==> config.mk <==
export PLATFORM = sky130hd
export DESIGN_NAME = dma_chain_chan
export DESIGN_NICKNAME = d
export VERILOG_FILES = /design/src/rtl/dma_chain_pkg.sv /design/src/rtl/dma_chain_step.sv /design/src/rtl/dma_chain_seq.sv /design/src/rtl/dma_chain_chan.sv
export SDC_FILE = /design/constraint.sdc
export NUM_CORES = 1
export LEC_CHECK = 0
export ABC_AREA = 1
export BUFFER_PORTS_ARGS = -buffer_cell sky130_fd_sc_hd__buf_2
export CAP_MARGIN = 0
export CORE_MARGIN = 2
export CORE_UTILIZATION = 45
export CTS_BUF_LIST = sky130_fd_sc_hd__clkbuf_16
export CTS_CLUSTER_DIAMETER = 40
export DETAILED_ROUTE_END_ITERATION = 8
export PLACE_DENSITY = 0.75
export SLEW_MARGIN = 15
export SYNTH_ARGS = -nofsm -noshare
export SYNTH_HDL_FRONTEND = slang
export SYNTH_HIERARCHICAL = 1
export SYNTH_SLANG_ARGS = --single-unit
==> constraint.sdc <==
create_clock -name clk -period 3.9 [get_ports clk]
set_clock_uncertainty 0.2 [all_clocks]
set_input_delay 0.39 -clock clk [delete_from_list [all_inputs] [get_ports clk]]
set_output_delay 0.39 -clock clk [all_outputs]
set_load 0.005 [all_outputs]
==> src/rtl/dma_chain_pkg.sv <==
package dma_chain_pkg;
  typedef enum logic [2:0] {
    ST_IDLE, ST_FETCH, ST_CHECK, ST_READ, ST_WRITE, ST_DONE
  } chan_state_e;

  localparam logic [2:0] RA_COUNT = 3'd0;
  localparam logic [2:0] RA_SRC   = 3'd1;
  localparam logic [2:0] RA_DST   = 3'd2;
  localparam logic [2:0] RA_NEXT  = 3'd3;
  localparam logic [2:0] RA_CTRL  = 3'd4;

  localparam int BIT_SINGLE = 9;
  localparam int BIT_QUIET  = 10;
  localparam int BIT_GO     = 12;
  localparam int BIT_FETCH  = 13;
  localparam int BIT_BUSY   = 14;

  localparam logic [1:0] STEP_UP   = 2'd0;
  localparam logic [1:0] STEP_DOWN = 2'd1;
  localparam logic [1:0] STEP_HOLD = 2'd2;
endpackage

==> src/rtl/dma_chain_step.sv <==
module dma_chain_step
  import dma_chain_pkg::*;
#(
  parameter int AW = 32
) (
  input  logic [1:0]    mode,
  input  logic [AW-1:0] cur,
  output logic [AW-1:0] nxt
);
  always_comb begin
    case (mode)
      STEP_DOWN: nxt = cur - AW'(1);
      STEP_HOLD: nxt = cur;
      default:   nxt = cur + AW'(1);
    endcase
  end
endmodule

==> src/rtl/dma_chain_seq.sv <==
module dma_chain_seq
  import dma_chain_pkg::*;
(
  input  logic        clk,
  input  logic        rst_n,
  input  logic        fetch_cmd,
  input  logic        start_cmd,
  input  logic        single_mode,
  input  logic        next_zero,
  input  logic        cnt_zero,
  input  logic        cnt_one,
  input  logic        quiet,
  input  logic        mem_ack,
  output chan_state_e state_o,
  output logic [1:0]  word_idx,
  output logic        ld_word,
  output logic        step_xfer,
  output logic        chain_end,
  output logic        done_pulse
);
  chan_state_e state_q, state_n;
  logic [1:0]  idx_q, idx_n;
  logic        go_q, go_n;

  always_comb begin
    state_n    = state_q;
    idx_n      = idx_q;
    go_n       = go_q;
    ld_word    = 1'b0;
    step_xfer  = 1'b0;
    chain_end  = 1'b0;
    done_pulse = 1'b0;
    case (state_q)
      ST_IDLE: begin
        if (fetch_cmd) begin
          if (single_mode || next_zero) begin
            chain_end = 1'b1;
          end else begin
            state_n = ST_FETCH;
            idx_n   = 2'd0;
            go_n    = start_cmd;
          end
        end else if (start_cmd) begin
          state_n = ST_CHECK;
        end
      end
      ST_FETCH: begin
        if (mem_ack) begin
          ld_word = 1'b1;
          idx_n   = idx_q + 2'd1;
          if (idx_q == 2'd3) state_n = go_q ? ST_CHECK : ST_IDLE;
        end
      end
      ST_CHECK: state_n = cnt_zero ? ST_DONE : ST_READ;
      ST_READ: begin
        if (mem_ack) state_n = ST_WRITE;
      end
      ST_WRITE: begin
        if (mem_ack) begin
          step_xfer = 1'b1;
          state_n   = cnt_one ? ST_DONE : ST_READ;
        end
      end
      ST_DONE: begin
        done_pulse = !quiet;
        if (!single_mode && !next_zero) begin
          state_n = ST_FETCH;
          idx_n   = 2'd0;
          go_n    = 1'b1;
        end else begin
          chain_end = 1'b1;
          state_n   = ST_IDLE;
        end
      end
      default: state_n = ST_IDLE;
    endcase
  end

  always_ff @(posedge clk or negedge rst_n) begin
    if (!rst_n) begin
      state_q <= ST_IDLE;
      idx_q   <= 2'd0;
      go_q    <= 1'b0;
    end else begin
      state_q <= state_n;
      idx_q   <= idx_n;
      go_q    <= go_n;
    end
  end

  assign state_o  = state_q;
  assign word_idx = idx_q;

  AST_IDLE_NO_LOAD: assert property (@(posedge clk) disable iff (!rst_n)
    (state_q == ST_IDLE) |=> (state_q != ST_WRITE) && (state_q != ST_READ));
endmodule

==> src/rtl/dma_chain_chan.sv <==
module dma_chain_chan
  import dma_chain_pkg::*;
#(
  parameter int AW      = 32,
  parameter int CNT_W   = 16,
  parameter int CHAN_ID = 0,
  parameter int CAUSE_W = 8
) (
  input  logic               clk,
  input  logic               rst_n,
  input  logic               reg_wr,
  input  logic [2:0]         reg_addr,
  input  logic [31:0]        reg_wdata,
  output logic [31:0]        reg_rdata,
  output logic               mem_req,
  output logic               mem_we,
  output logic               mem_word,
  output logic [AW-1:0]      mem_addr,
  output logic [7:0]         mem_wdata,
  input  logic [31:0]        mem_rdata,
  input  logic               mem_ack,
  output logic [CAUSE_W-1:0] irq_cause
);
  localparam int CAUSE_BIT = 4 + CHAN_ID;

  logic [31:0]   cnt_q, cnt_n;
  logic [AW-1:0] src_q, src_n, dst_q, dst_n, nxt_q, nxt_n;
  logic [11:0]   ctl_q, ctl_n;
  logic          go_q, go_n;
  logic [7:0]    byte_q, byte_n;
  logic [AW-1:0] src_step, dst_step;

  chan_state_e state;
  logic [1:0]  word_idx;
  logic        ld_word, step_xfer, chain_end, done_pulse;
  logic        busy, ctl_wr, start_cmd, fetch_cmd;

  assign busy      = (state != ST_IDLE);
  assign ctl_wr    = reg_wr && (reg_addr == RA_CTRL);
  assign start_cmd = ctl_wr && reg_wdata[BIT_GO] && !go_q && !busy;
  assign fetch_cmd = ctl_wr && reg_wdata[BIT_FETCH] && !busy;

  dma_chain_seq u_seq (
    .clk        (clk),
    .rst_n      (rst_n),
    .fetch_cmd  (fetch_cmd),
    .start_cmd  (start_cmd),
    .single_mode(ctl_q[BIT_SINGLE]),
    .next_zero  (nxt_q == '0),
    .cnt_zero   (cnt_q[CNT_W-1:0] == '0),
    .cnt_one    (cnt_q[CNT_W-1:0] == CNT_W'(1)),
    .quiet      (ctl_q[BIT_QUIET]),
    .mem_ack    (mem_ack),
    .state_o    (state),
    .word_idx   (word_idx),
    .ld_word    (ld_word),
    .step_xfer  (step_xfer),
    .chain_end  (chain_end),
    .done_pulse (done_pulse)
  );

  dma_chain_step #(.AW(AW)) u_src_step (.mode(ctl_q[3:2]), .cur(src_q), .nxt(src_step));
  dma_chain_step #(.AW(AW)) u_dst_step (.mode(ctl_q[5:4]), .cur(dst_q), .nxt(dst_step));

  // memory master
  assign mem_req   = (state == ST_FETCH) || (state == ST_READ) || (state == ST_WRITE);
  assign mem_we    = (state == ST_WRITE);
  assign mem_word  = (state == ST_FETCH);
  assign mem_wdata = byte_q;
  always_comb begin
    case (state)
      ST_FETCH: mem_addr = nxt_q + AW'({word_idx, 2'b00});
      ST_WRITE: mem_addr = dst_q;
      default:  mem_addr = src_q;
    endcase
  end

  // register next state
  always_comb begin
    cnt_n  = cnt_q;
    src_n  = src_q;
    dst_n  = dst_q;
    nxt_n  = nxt_q;
    ctl_n  = ctl_q;
    go_n   = go_q;
    byte_n = byte_q;
    if (reg_wr && !busy) begin
      case (reg_addr)
        RA_COUNT: cnt_n = reg_wdata;
        RA_SRC:   src_n = reg_wdata[AW-1:0];
        RA_DST:   dst_n = reg_wdata[AW-1:0];
        RA_NEXT:  nxt_n = reg_wdata[AW-1:0];
        default:  ;
      endcase
    end
    if (ctl_wr) ctl_n = reg_wdata[11:0];
    if (chain_end)      go_n = 1'b0;
    else if (start_cmd) go_n = 1'b1;
    if (ld_word) begin
      case (word_idx)
        2'd0:    cnt_n = mem_rdata;
        2'd1:    src_n = mem_rdata[AW-1:0];
        2'd2:    dst_n = mem_rdata[AW-1:0];
        default: nxt_n = mem_rdata[AW-1:0];
      endcase
    end
    if ((state == ST_READ) && mem_ack) byte_n = mem_rdata[7:0];
    if (step_xfer) begin
      src_n = src_step;
      dst_n = dst_step;
      cnt_n[CNT_W-1:0] = cnt_q[CNT_W-1:0] - CNT_W'(1);
    end
  end

  always_ff @(posedge clk or negedge rst_n) begin
    if (!rst_n) begin
      cnt_q  <= '0;
      src_q  <= '0;
      dst_q  <= '0;
      nxt_q  <= '0;
      ctl_q  <= '0;
      go_q   <= 1'b0;
      byte_q <= '0;
    end else begin
      cnt_q  <= cnt_n;
      src_q  <= src_n;
      dst_q  <= dst_n;
      nxt_q  <= nxt_n;
      ctl_q  <= ctl_n;
      go_q   <= go_n;
      byte_q <= byte_n;
    end
  end

  // read mux
  always_comb begin
    reg_rdata = '0;
    case (reg_addr)
      RA_COUNT: reg_rdata = cnt_q;
      RA_SRC:   reg_rdata = 32'(src_q);
      RA_DST:   reg_rdata = 32'(dst_q);
      RA_NEXT:  reg_rdata = 32'(nxt_q);
      RA_CTRL: begin
        reg_rdata[11:0]     = ctl_q;
        reg_rdata[BIT_GO]   = go_q;
        reg_rdata[BIT_BUSY] = busy;
      end
      default:  ;
    endcase
  end

  always_comb begin
    irq_cause = '0;
    irq_cause[CAUSE_BIT] = done_pulse;
  end

  AST_REQ_STABLE: assert property (@(posedge clk) disable iff (!rst_n)
    mem_req && !mem_ack |=> mem_req && $stable(mem_addr) && $stable(mem_we) && $stable(mem_word));
  AST_GO_WHILE_COPY: assert property (@(posedge clk) disable iff (!rst_n)
    (state == ST_CHECK || state == ST_READ || state == ST_WRITE) |-> go_q);
  AST_BUSY_FROZEN: assert property (@(posedge clk) disable iff (!rst_n)
    busy && !step_xfer && !ld_word |=> $stable(src_q) && $stable(dst_q));
  AST_CAUSE_PULSE: assert property (@(posedge clk) disable iff (!rst_n)
    (irq_cause != '0) |=> (irq_cause == '0));
  AST_HOLD_SRC: assert property (@(posedge clk) disable iff (!rst_n)
    step_xfer && (ctl_q[3:2] == STEP_HOLD) |=> $stable(src_q));
endmodule

==> qor.yml <==
r2r_end: "src_q[28]"
r2r-start: "ctl_q[3]"
max_freq_mhz: 288
htreeDepth: 4
grt_pass1_wl_mm: 109
crit_path_frequent_cell: "nand2_1"
cts_tree: "built"
setup_violations: 0
clk_latency_ns: 0.46
num-fill-cells: 4101
setup_tns_ns: 0
r2r_setup_slack_ns: 0.96
grt_overflow: 0
pre_cts_ws_ns: 0.984
yosysTopAreaCell: "nand2_1"
cts-buffers-inserted: 17
die_area_um2: 40200
required_ns: 3.31
p_switching_mw: 7.24
grt_pass1_vias: 18997
worstPathArrival_ns: 2.88
hpwlAfterDp_mm: 53.9
rsz0062_at_grt: "false"
placed_area_um2: 18300
wl_per_cell_um: 19.2
core_area_um2: 37800
cp_max_fo: 17
ys_async_sr_fraction: 1.00
syn2layout_area_growth_pct: 9.57
holdCritPathClass: "in -> reg"
synthCells: 3124
slowest_delay_ns: 0.65
grt_max_degree: 72
drtAntennaViolNets: 0
ys_ff_latch: 155
setup_ws_ns: 0.426
cpMaxStageDelayCell: "dfrtp_1"
top_level_ports: 154
pwr-share-clk: 0.138
critPathCaptureType: "output pin"
final_cell_count_no_fill: 3716
viasPerCell: 5.64
cts_buffer_depth: 2
fin_util: 0.503
route.detailed.drc: 0
path_clk_slew_ns: 0.08
combPwrFrac: 0.585
min_path_cells: 3
fin_crit_sh: 0.891
synth_top_area_frac: 0.303
dp.cells: 3665
final_area_um2: 19000
p_int_mw: 5.81
dieHeight_um: 201
rows: 71
hold_viol: 0
irDropWorstVdd_mv: 0.334
path_class: "reg -> out"
initial_utilization: 0.459
worst_pin_slew_ns: 0.855
cp_cell_sequence: "inv_2 > nand2_1 > nor2_2 > nor2_2 > buf_4 > nand2_1 > nand2_1 > o21bai_1 > buf_2"
worstRegToRegCells: 18
drive_above_1_share: 0.0984
finalPower_mw: 13.1
io_buffers: 146
pwr-share-seq: 0.277
fin_hold_ws_ns: 0.0106
drtIter0Drc: 2321
synth_ff_type: "dfrtp_1"
hp-start: "mem_rdata[24]"
leakagePower_nw: 10.0
fin_nets: 3269
cts_root_buf: "clkbuf_16"
first_pass_iters: 7
antenna_found_initial: 3
avgSynthCellArea_um2: 5.56
via_count: 20975
synth.area.top_cells: "nand2_1 (30%), dfrtp_1 (22%), nand3_1 (11%)"
finalWeightedCongestion: 1.03
drv_cap: 0
min_to: "cnt_q[24]"
drv_slew: 0
synth.distinct_cells: 50
ys_seq_area_frac: 0.223
synth_warnings: 6
grt_use_total: 0.345
switching_share: 0.555
min_period_ns: 3.47
routed_wl_mm: 71.2
synth_edf_count: 0
relSlewSlack: 0.426
powerDensity_nw_per_um2: 685
cts.sinks: 155
status: "finished clean"
crit_path_start_kind: "flop"
synth_area_um2: 17400
die_w_um: 201
[kinds of logic (layout without fill, tap and decap cells)]
group / after synthesis / in the layout / share of synthesized area
DFF: 155 / 155 / 0.223
other: 1 / 10 / 0.000216
xor gates and xnor gates: 35 / 35 / 0.0215
adders and majority gates: 9 / 9 / 0.00691
muxes: 12 / 12 / 0.00778
buffers and inverters: 493 / 565 / 0.121
and+or+nand+nor: 2077 / 2077 / 0.501
AOI/OAI and AO/OA: 342 / 342 / 0.118
[synth_stat cells (2+ instances only)]
cell type / number
dfrtp_1: 155
xor2_2: 4
nand4_1: 60
mux2_1: 12
buf_2: 37
a22oi_1: 19
nor2b_1: 2
and2_1: 7
nand2_2: 30
nand2_1: 1402
o21ai_0: 64
a41oi_1: 40
nand2_4: 4
a21oi_1: 109
buf_4: 24
nand3_1: 372
nor3_1: 7
nand3_2: 2
o41ai_1: 4
clkbuf_1: 65
o21ai_1: 63
nor2_4: 5
a41o_1: 6
o21bai_2: 2
inv_1: 313
clkinv_1: 2
nor3_2: 6
nor4_1: 4
buf_1: 15
nor2_1: 155
xor2_1: 19
buf_12: 2
inv_2: 24
xnor2_1: 10
nor2_2: 15
buf_6: 10
o211ai_1: 30
ha_1: 8
nand3b_1: 4
xor2_4: 2
[flip-flops by register name (all words and copies together), names as in the netlist]
name and flops:
dst_q 32, u_seq/go_q 1, mem_wdata 8, u_seq/word_idx 2, go_q 1, ctl_q 12, src_q 32, cnt_q 32
nxt_q 32, u_seq/state_o 3
[layout by cell type, fill, tap and decap left out, types with 19 or more instances in the layout]
cell and count:
a21oi_1 109, a22oi_1 19, a41oi_1 40, buf_2 145, buf_4 27, dfrtp_1 155, inv_1 313, inv_2 24
nand2_1 1400, nand2_2 32, nand3_1 372, nand4_1 60, nor2_1 149, nor2_2 19, o211ai_1 30, o21ai_0 64
o21ai_1 63, xor2_1 19
[area by class of cell]
type,instances,area [µm²],share of cell area
Antenna cell,3,7.51,0.000394
Clock buffer,17,425,0.0223
Clock inverter,15,176,0.00927
Inverter,340,1280,0.0672
Multi-Input combinational cell,2482,11500,0.602
Sequential cell,155,3880,0.204
Tap cell,511,639,0.0336
Timing Repair Buffer,193,1180,0.0620
[per-layer routing]
metal,wire [µm],track usage
met5,14,0
met4,3860,0.175
met3,8340,0.0875
met2,29500,0.503
met1,29500,0.471
[how the worst max path moves through the flow]
stage                      start            to  slack (ns)  cells past startpoint
6_report        u_seq/state_o[0]  mem_addr[12]        0.43                      9
5_1_grt        u_seq/word_idx[0]  mem_addr[18]        0.34                     10
4_1_cts        u_seq/word_idx[0]  mem_addr[18]        0.50                     10
3_5_place_dp   u_seq/word_idx[0]  mem_addr[18]        0.98                     10
3_3_place_gp    u_seq/state_o[0]  mem_addr[12]        1.02                      9
2_1_floorplan           ctl_q[3]     src_q[20]        1.62                     21
[power groups by stage]
stage	clock network [mW]	logic, mW	registers, mW
3_3_place_gp	0	7.37	3.54
3_5_place_dp	0	7.42	3.54
4_1_cts	1.80	7.46	3.52
6_report	1.80	7.64	3.61
5_1_grt	1.88	8.57	3.67
2_1_floorplan	0	5.51	3.00
[critical path, delay by kind of cell (launching register included)]
kind / cells / cell delay, ns
and+or+nand+nor: 5 / 0.93
DFF: 1 / 0.65
buffers and inverters: 3 / 0.63
AOI/OAI and AO/OA: 1 / 0.19
[what timing repair did]
| item | 4_1_cts | 5_1_grt |
|---|---|---|
| buffers inserted | 0 | 0 |
| resized for setup | 0 | 0 |
| hold buffers | 16 | 0 |
| hold endpoints to repair | 62 | 0 |
Power figures use the tool's default switching activity.
